===== src/rtl/trace_hexdump_pkg.sv =====
package trace_hexdump_pkg;

  typedef enum logic [3:0] {
    ST_IDLE, ST_HDR, ST_FETCH, ST_HI, ST_LO, ST_SEP,
    ST_GAP, ST_CR, ST_LF, ST_TCR, ST_TLF
  } emit_st_t;

  localparam logic [7:0] CH_SP = 8'h20;
  localparam logic [7:0] CH_CR = 8'h0D;
  localparam logic [7:0] CH_LF = 8'h0A;
  localparam int BANNER_LEN = 8;

  // lowercase hex digit for a nibble
  function automatic logic [7:0] nib2asc(input logic [3:0] n);
    if (n > 4'd9) nib2asc = 8'h57 + {4'h0, n};
    else          nib2asc = 8'h30 + {4'h0, n};
  endfunction

  // banner line: TRACE: CR LF
  function automatic logic [7:0] banner_char(input logic [2:0] i);
    case (i)
      3'd0:    banner_char = 8'h54;
      3'd1:    banner_char = 8'h52;
      3'd2:    banner_char = 8'h41;
      3'd3:    banner_char = 8'h43;
      3'd4:    banner_char = 8'h45;
      3'd5:    banner_char = 8'h3A;
      3'd6:    banner_char = CH_CR;
      default: banner_char = CH_LF;
    endcase
  endfunction

endpackage


===== src/rtl/trace_trigger.sv =====
module trace_trigger #(
  parameter int HOLD_W      = 16,
  parameter int HOLD_THRESH = 100
) (
  input  logic              clk,
  input  logic              rst,
  input  logic [HOLD_W-1:0] btn_hold,
  output logic              fire
);
  logic armed_q;

  always_ff @(posedge clk) begin
    if (rst) begin
      armed_q <= 1'b1;
      fire    <= 1'b0;
    end else begin
      fire <= 1'b0;
      if (btn_hold == '0) begin
        armed_q <= 1'b1;
      end else if (armed_q && (btn_hold > HOLD_W'(HOLD_THRESH))) begin
        armed_q <= 1'b0;
        fire    <= 1'b1;
      end
    end
  end
endmodule


===== src/rtl/trace_ram.sv =====
module trace_ram #(
  parameter int DEPTH = 64,
  localparam int AW   = $clog2(DEPTH)
) (
  input  logic          clk,
  input  logic          we,
  input  logic [AW-1:0] waddr,
  input  logic [7:0]    wdata,
  input  logic          re,
  input  logic [AW-1:0] raddr,
  output logic [7:0]    rdata
);
  logic [7:0] mem [DEPTH];

  always_ff @(posedge clk) begin
    if (we) mem[waddr] <= wdata;
    if (re) rdata <= mem[raddr];
  end
endmodule


===== src/rtl/trace_emitter.sv =====
module trace_emitter
  import trace_hexdump_pkg::*;
#(
  parameter int DEPTH = 64,
  localparam int AW   = $clog2(DEPTH),
  localparam int CW   = AW + 1
) (
  input  logic          clk,
  input  logic          rst,
  input  logic          go,
  input  logic [AW-1:0] base,
  input  logic [CW-1:0] count,
  output logic          rd_en,
  output logic [AW-1:0] rd_addr,
  input  logic [7:0]    rd_q,
  input  logic          tx_ready,
  output logic          tx_valid,
  output logic [7:0]    tx_data
);
  emit_st_t      st_q, after_byte;
  logic [2:0]    hdr_q;
  logic [CW-1:0] idx_q, n_q, idx_nxt;
  logic [AW-1:0] base_q;
  logic [7:0]    ch;
  logic          emitting, take;

  always_comb begin
    emitting = (st_q != ST_IDLE) && (st_q != ST_FETCH);
    take     = emitting && (!tx_valid || tx_ready);
    idx_nxt  = idx_q + 1'b1;
    if (idx_nxt != n_q)         after_byte = ST_FETCH;
    else if (n_q[3:0] != 4'h0)  after_byte = ST_TCR;
    else                        after_byte = ST_IDLE;
    case (st_q)
      ST_HDR:         ch = banner_char(hdr_q);
      ST_HI:          ch = nib2asc(rd_q[7:4]);
      ST_LO:          ch = nib2asc(rd_q[3:0]);
      ST_CR, ST_TCR:  ch = CH_CR;
      ST_LF, ST_TLF:  ch = CH_LF;
      default:        ch = CH_SP;
    endcase
    rd_en   = (st_q == ST_FETCH);
    rd_addr = base_q + idx_q[AW-1:0];
  end

  always_ff @(posedge clk) begin
    if (rst) begin
      st_q     <= ST_IDLE;
      hdr_q    <= '0;
      idx_q    <= '0;
      n_q      <= '0;
      base_q   <= '0;
      tx_valid <= 1'b0;
      tx_data  <= '0;
    end else begin
      if (take) begin
        tx_valid <= 1'b1;
        tx_data  <= ch;
      end else if (tx_ready) begin
        tx_valid <= 1'b0;
      end
      case (st_q)
        ST_IDLE: if (go) begin
          base_q <= base;
          n_q    <= count;
          hdr_q  <= '0;
          idx_q  <= '0;
          st_q   <= ST_HDR;
        end
        ST_HDR: if (take) begin
          if (hdr_q == 3'(BANNER_LEN - 1)) st_q <= (n_q == '0) ? ST_IDLE : ST_FETCH;
          else                             hdr_q <= hdr_q + 1'b1;
        end
        ST_FETCH: st_q <= ST_HI;
        ST_HI:    if (take) st_q <= ST_LO;
        ST_LO:    if (take) st_q <= ST_SEP;
        ST_SEP: if (take) begin
          if (idx_q[3:0] == 4'hF)      st_q <= ST_CR;
          else if (idx_q[2:0] == 3'h7) st_q <= ST_GAP;
          else begin
            idx_q <= idx_nxt;
            st_q  <= after_byte;
          end
        end
        ST_GAP, ST_LF: if (take) begin
          idx_q <= idx_nxt;
          st_q  <= after_byte;
        end
        ST_CR:  if (take) st_q <= ST_LF;
        ST_TCR: if (take) st_q <= ST_TLF;
        ST_TLF: if (take) st_q <= ST_IDLE;
        default: st_q <= ST_IDLE;
      endcase
    end
  end
endmodule


===== src/rtl/trace_hexdump.sv =====
module trace_hexdump #(
  parameter int DEPTH       = 64,
  parameter int HOLD_W      = 16,
  parameter int HOLD_THRESH = 100
) (
  input  logic              clk,
  input  logic              rst,
  input  logic              log_we,
  input  logic [7:0]        log_byte,
  input  logic [HOLD_W-1:0] btn_hold,
  input  logic              tx_ready,
  output logic              tx_valid,
  output logic [7:0]        tx_data
);
  localparam int AW = $clog2(DEPTH);
  localparam int CW = AW + 1;

  logic [AW-1:0] head_q, waddr, rd_addr;
  logic [CW-1:0] fill_q;
  logic          full, dump_go, rd_en;
  logic [7:0]    rd_q;

  // the masked sum wraps to the head itself once the log is full
  assign full  = (fill_q == CW'(DEPTH));
  assign waddr = head_q + fill_q[AW-1:0];

  always_ff @(posedge clk) begin
    if (rst) begin
      head_q <= '0;
      fill_q <= '0;
    end else if (log_we) begin
      if (full) head_q <= head_q + 1'b1;
      else      fill_q <= fill_q + 1'b1;
    end
  end

  trace_trigger #(.HOLD_W(HOLD_W), .HOLD_THRESH(HOLD_THRESH)) u_trig (
    .clk(clk), .rst(rst), .btn_hold(btn_hold), .fire(dump_go)
  );

  trace_ram #(.DEPTH(DEPTH)) u_ram (
    .clk(clk), .we(log_we), .waddr(waddr), .wdata(log_byte),
    .re(rd_en), .raddr(rd_addr), .rdata(rd_q)
  );

  trace_emitter #(.DEPTH(DEPTH)) u_emit (
    .clk(clk), .rst(rst), .go(dump_go), .base(head_q), .count(fill_q),
    .rd_en(rd_en), .rd_addr(rd_addr), .rd_q(rd_q),
    .tx_ready(tx_ready), .tx_valid(tx_valid), .tx_data(tx_data)
  );
endmodule


===== config.mk =====
export PLATFORM = sky130hd
export DESIGN_NAME = trace_hexdump
export DESIGN_NICKNAME = d
export VERILOG_FILES = /design/src/rtl/trace_hexdump_pkg.sv /design/src/rtl/trace_trigger.sv /design/src/rtl/trace_ram.sv /design/src/rtl/trace_emitter.sv /design/src/rtl/trace_hexdump.sv
export SDC_FILE = /design/constraint.sdc
export NUM_CORES = 1
export LEC_CHECK = 0
export ABC_CLOCK_PERIOD_IN_PS = 5400
export CORE_UTILIZATION = 45
export DETAILED_ROUTE_END_ITERATION = 16
export GPL_TIMING_DRIVEN = 0
export PLACE_DENSITY = 0.63
export SYNTH_ARGS = -nofsm -noshare
export SYNTH_HDL_FRONTEND = slang
export SYNTH_SLANG_ARGS = --single-unit

===== constraint.sdc =====
create_clock -name clk -period 5.4 [get_ports clk]
set_input_delay 1.08 -clock clk [delete_from_list [all_inputs] [get_ports clk]]
set_output_delay 1.08 -clock clk [all_outputs]
set_load 0.02 [all_outputs]

# After elaboration in Yosys (flattened, before gate mapping)
# Memory sizes are Yosys's and may differ from the RTL's. A register that Yosys moved wholly into a read port is not among the register bits.
# Index checks and enable logic that the tools add are counted.
# word_totals
n_memories	1
reg_bits	51
inputBits	28
out_inout_bits	9
elab_cells	120
ram_bits	512
# classes
n_lt_le_gt_ge	3
reduce_logical	24
n_bitwise	1
addsub	10
mux	35
n_eq_ne	35
# mem_list
memory	words	width	rd	rd_clocked_by_memory_dff	write_ports	line	source
u_ram.mem	64	8	1	1	1	trace_ram.sv:13	logic [7:0] mem [DEPTH];
# ops
op	count
$mux W4	14
$pmux W7 S7	1
$pmux W4 S10	1
$pmux W8 S5	1
$mux W7	5
$pmux W7 S3	1
$ne A2 B1 Y1 const B	9
$add A7 B4 Y8 const A	2
$eq A4 B3 Y1 const B	4
$eq A4 B4 Y1 const B	4
$gt A16 B7 Y1 const B	1
$logic_not A16 Y1	1
$mux W8	2
$eq A3 B3 Y1 const B	5
$add A6 B4 Y7 const A	2
$add A7 B1 Y7 const B	2
$add A6 B6 Y6	2
$reduce_and A10 Y1	1
$mux W3	3
$eq A4 B2 Y1 const B	2
$gt A4 B4 Y1 const B	2
$ne A2 B2 Y1 const B	4
$reduce_bool A4 Y1	2
$reduce_or A2 Y1	4
23 further kinds	33

# Depth between registers and ports, before layout
# depth
depth_word	7
mapped_depth	10

# By module
# A second synthesis with hierarchy kept.
# hier_totals
cells_unflattened	1368
hier_area_um2	23794.1
# by_module_without_submodules
module	seq_area_each_um2	area_each_um2	instances	cells_each
trace_ram	15615.0	20246.9	1	940
trace_emitter	700.7	2600.0	1	325
trace_hexdump	260.2	828.3	1	89
trace_trigger	40.0	118.9	1	14

# Least setup slack after synthesis
# Ideal clock, no wire load.
# synth_timing
kind	register -> register
start	reg u_emit.idx_q[0]
end	reg u_ram.rdata[4] (read register of u_ram.mem), data pin
path_buffers	3
arrival_ns	2.601
stages_incl_launch_ff	10
setup_ns	0.261
synth_period_minus_slack_ns	2.862
t_required_ns	5.139
setup_slack_ns	2.538
cell_sequence	dfxtp_1 -> ha_1 -> fa_1 -> buf_2 -> clkbuf_1 -> buf_2 -> mux4_2 -> nand2_1 -> a31oi_1 -> a221o_1
# synth_via
elab_chain_len	1
# synth_rtl
element	line	source
from (decl)	trace_emitter.sv:22	logic [CW-1:0] idx_q, n_q, idx_nxt;
from (signal assigned)	trace_emitter.sv:81	idx_q <= idx_nxt;
from (signal assigned)	trace_emitter.sv:86	idx_q <= idx_nxt;
$add A6 B6 Y6	trace_emitter.sv:43	rd_addr = base_q + idx_q[AW-1:0];
to (decl)	trace_ram.sv:11	output logic [7:0] rdata
# No other way between the ends.
# A chain may end at the register's enable or synchronous reset.

# Final worst setup path
# layout_timing
start	reg u_emit.idx_q[0]
end	reg u_ram.rdata[1] (read register of u_ram.mem), data pin
# Same word-level chain as after synthesis.

==> flow_summary.yaml <==
logic_synthesis:
  synth_cells: 1373
  ys_types: 65
  synth_compound_area_frac: 0.0445
  synthesis.nets: 1427
  synth-async-reset-ratio: 0
  synth_edf_count: 520
  synthMuxAreaShare: 0.146
  synth_top_family_by_area: "multiplexers"
  ys_seq_area_frac: 0.702
  dominantRegCellSynth: "edfxtp_1"
  synth_seq_cells: 570
  synthSimpleGateAreaFrac: 0.0609
  avgSynthCellArea_um2: 17.2
  synth_adder_area_share: 0.0144
  synthXorXnorAreaFrac: 0.0133
  ys_warn_count: 0
  synth_area_mm2: 0.0237
floorplan:
  pin_count: 37
  die_w_um: 231
  coreArea_mm2: 0.0516
  rows: 83
  fp.dieArea_mm2: 0.0535
  die_h_um: 231
  start_util: 0.459
cells_and_area:
  design_area_mm2: 0.0268
  drive_above_1_share: 0.187
  num_antenna_cells: 0
  fin_nets: 1529
  nFillCells: 4149
  areaGrowthSynthToFinish_pct: 13.1
cts:
  cts_resized: 0
  cts_tree: "built"
  clkLatencyLatePin_ns: 0.63
  cts_root_buffer: "clkbuf_16"
  clock_sinks: 570
  clkSlewWorstSetupHoldPaths_ns: 0.06
  holdBufCountCts: 0
  clockBufferDepth: 3
  htreeDepth: 2
  cts_made_buffers: 58
  post_cts_buffers: 0
grt:
  grt_pass1_vias: 12700
  grt-ovfl-total: 0
  grt_pass1_wl_um: 78600
  grt_start_max_net_pins: 62
  grtUsageTotal: 0.200
  grt_antenna_before_repair: 1
worst_setup_path:
  cp-start-kind: "register"
  cp_max_fo: 10
  critical_path_class: "register to register"
  required_ns: 5.76
  end_kind: "register"
  rrSetupSlack_ns: 1.50
  cp.arrival_ns: 4.26
  r2r-start: "u_emit.idx_q[0]"
  ff2ff_path_depth: 9
  rr_endpoint: "u_ram.rdata[1]"
drt:
  vias_per_cell: 5.73
  drtAntennaViolNets: 0
  wl_per_cell_um: 23.9
  num_vias: 12600
  dr.pass1.iters: 5
  initialDrtViolationCount: 1115
  routed_wl_um: 52500
  drc: 0
min_path:
  hold_end: "u_trig.armed_q"
  hold_class: "register to register"
  min_from: "u_trig.armed_q"
  hold_depth: 1
timing:
  grt_setup_unrepaired: "false"
  final-setup-viol-count: 0
  post-route-period-util: 0.722
  relSlewSlack: 0.332
  finalHoldViolCount: 0
  clock-skew-final_ns: 0.0311
  drv_slew: 0
  worst_pin_slew_ns: 0.999
  finalCriticalPeriod_ns: 3.90
  setup_tns_ns: 0
  fmax_ghz: 0.256
  hold_slack_ns: 0.448
placement:
  place.gp.congestion: 0.915
  hpwl_um: 35000
  port_buffers: 34
  place_area_mm2: 0.0250
power_and_ir_drop:
  power_density_mw_per_mm2: 330
  ir_drop_mv: 0.251
  p_leak_uw: 0.00840
status:
  status: "completed"
job:
  maxCapViolations: 0
-- state kept, by name, summed over array words and instances, names as in the netlist, 3 cells and up --
name and cells:
fill_q 7, u_emit.n_q 7, u_emit.hdr_q 3, head_q 6
u_ram.rdata 8, u_ram.mem 512, u_emit.tx_data 7, u_emit.idx_q 7
u_emit.base_q 6, u_emit.st_q 4
-- synthesized netlist by cell type, drive strengths merged (10+ instances only) --
cell / n / area share
a31oi: 24 / 0.0063
nor3: 14 / 0.0030
xnor2: 14 / 0.0052
clkbuf: 31 / 0.0050
ha: 24 / 0.013
inv: 13 / 0.0021
dfxtp: 50 / 0.042
nand3: 21 / 0.0044
o21ai: 28 / 0.0059
mux4: 128 / 0.12
o22ai: 10 / 0.0026
nand2: 100 / 0.016
mux2i: 38 / 0.016
edfxtp: 520 / 0.66
nor2: 113 / 0.018
buf: 36 / 0.012
and2: 23 / 0.0061
a21oi: 40 / 0.0085
a211oi: 19 / 0.0062
mux2: 17 / 0.0081
xor2: 19 / 0.0081
-- worst max-delay path by stage --
| stage | from | end | slack (ns) | depth (start not counted) |
|---|---|---|---|---|
| finish | u_emit.idx_q[0] | u_ram.rdata[1] | 1.50 | 9 |
| CTS | u_emit.idx_q[0] | u_ram.rdata[0] | 1.53 | 9 |
| floorplan | u_emit.idx_q[0] | u_ram.rdata[4] | 2.54 | 9 |
| detailed placement | u_emit.idx_q[0] | u_ram.rdata[0] | 1.55 | 9 |
| global route | u_emit.idx_q[0] | u_ram.rdata[5] | 1.40 | 9 |
| global placement | u_emit.idx_q[0] | u_ram.rdata[5] | 1.53 | 9 |
-- critical path: stages (launching register included) --
cell	delay, ns
dfxtp_1	0.40
ha_1	0.25
fa_1	0.54
buf_2	0.31
clkbuf_1	0.59
mux4_2	0.40
mux2i_1	0.34
mux2_2	0.26
o22ai_1	0.18
a221o_1	0.37
-- cell usage in the layout (no fill, tap or decap), types with 7 or more instances in the layout --
| cell | netlist | final |
|---|---|---|
| a21oi_1 | 40 | 40 |
| mux2_2 | 17 | 17 |
| xnor2_1 | 14 | 14 |
| o22ai_1 | 10 | 10 |
| ha_1 | 24 | 24 |
| edfxtp_1 | 520 | 520 |
| and3_1 | 7 | 7 |
| mux4_2 | 128 | 128 |
| inv_1 | 13 | 13 |
| nor3_1 | 14 | 14 |
| nand4_1 | 7 | 7 |
| dfxtp_1 | 50 | 50 |
| clkinv_2 | 0 | 11 |
| clkdlybuf4s50_1 | 0 | 26 |
| buf_6 | 10 | 10 |
| nand2b_1 | 8 | 8 |
| clkinv_1 | 0 | 12 |
| xor2_1 | 17 | 17 |
| nor2b_1 | 8 | 8 |
| a221o_1 | 8 | 8 |
| nand3_1 | 21 | 21 |
| nor2_1 | 112 | 112 |
| a31oi_1 | 24 | 24 |
| and2_1 | 20 | 20 |
| buf_12 | 2 | 10 |
| clkbuf_1 | 30 | 43 |
| o21ai_0 | 27 | 27 |
| nand2_1 | 100 | 100 |
| a211oi_1 | 18 | 18 |
| buf_2 | 14 | 22 |
| clkbuf_16 | 0 | 59 |
| mux2i_1 | 38 | 38 |
-- layout make-up --
class	count	area (um^2)	share of cell area
buffer	67	400	0.0149
clock buffer	72	1530	0.0569
clock inverter	34	272	0.0101
inverter	13	48.8	0.00182
multi-input combinational	723	6610	0.247
sequential	570	16600	0.620
tap	680	851	0.0318
timing repair buffer	42	460	0.0172
-- kinds of logic after synthesis --
group,count (synthesis)
DFF,570
and+or+nand+nor,319
muxes,183
AOI/OAI and AO/OA,161
buffers and inverters,80
xor gates and xnor gates,33
adders and majority gates,26
other,1
-- stage by stage --
stage	instances	total power (uW)	util	worst slack, ns
3_5_place_dp	2095	5150	0.484	1.55
3_3_place_gp	2087	5140	0.482	1.53
4_1_cts	2201	8890	0.519	1.53
2_1_floorplan	1373	5010	-	2.54
6_report	2201	8830	0.519	1.50
5_1_grt	2201	9070	0.519	1.40
-- power by group --
| group | internal, uW | leakage [uW] | switching [uW] |
|---|---|---|---|
| Clock | 2110 | 0.000869 | 1660 |
| Combinational | 66.1 | 0.00245 | 152 |
| Sequential | 4830 | 0.00508 | 8.87 |
| Total | 7000 | 0.00840 | 1820 |
-- metal layers --
metal	up-vias	wire, um	GRT usage
li1	5661	-	-
met1	6437	22100	0.275
met2	444	25300	0.322
met3	76	3750	0.0351
met4	0	1360	0.0687
met5	-	0	0
(Power assumes the default switching activity.)
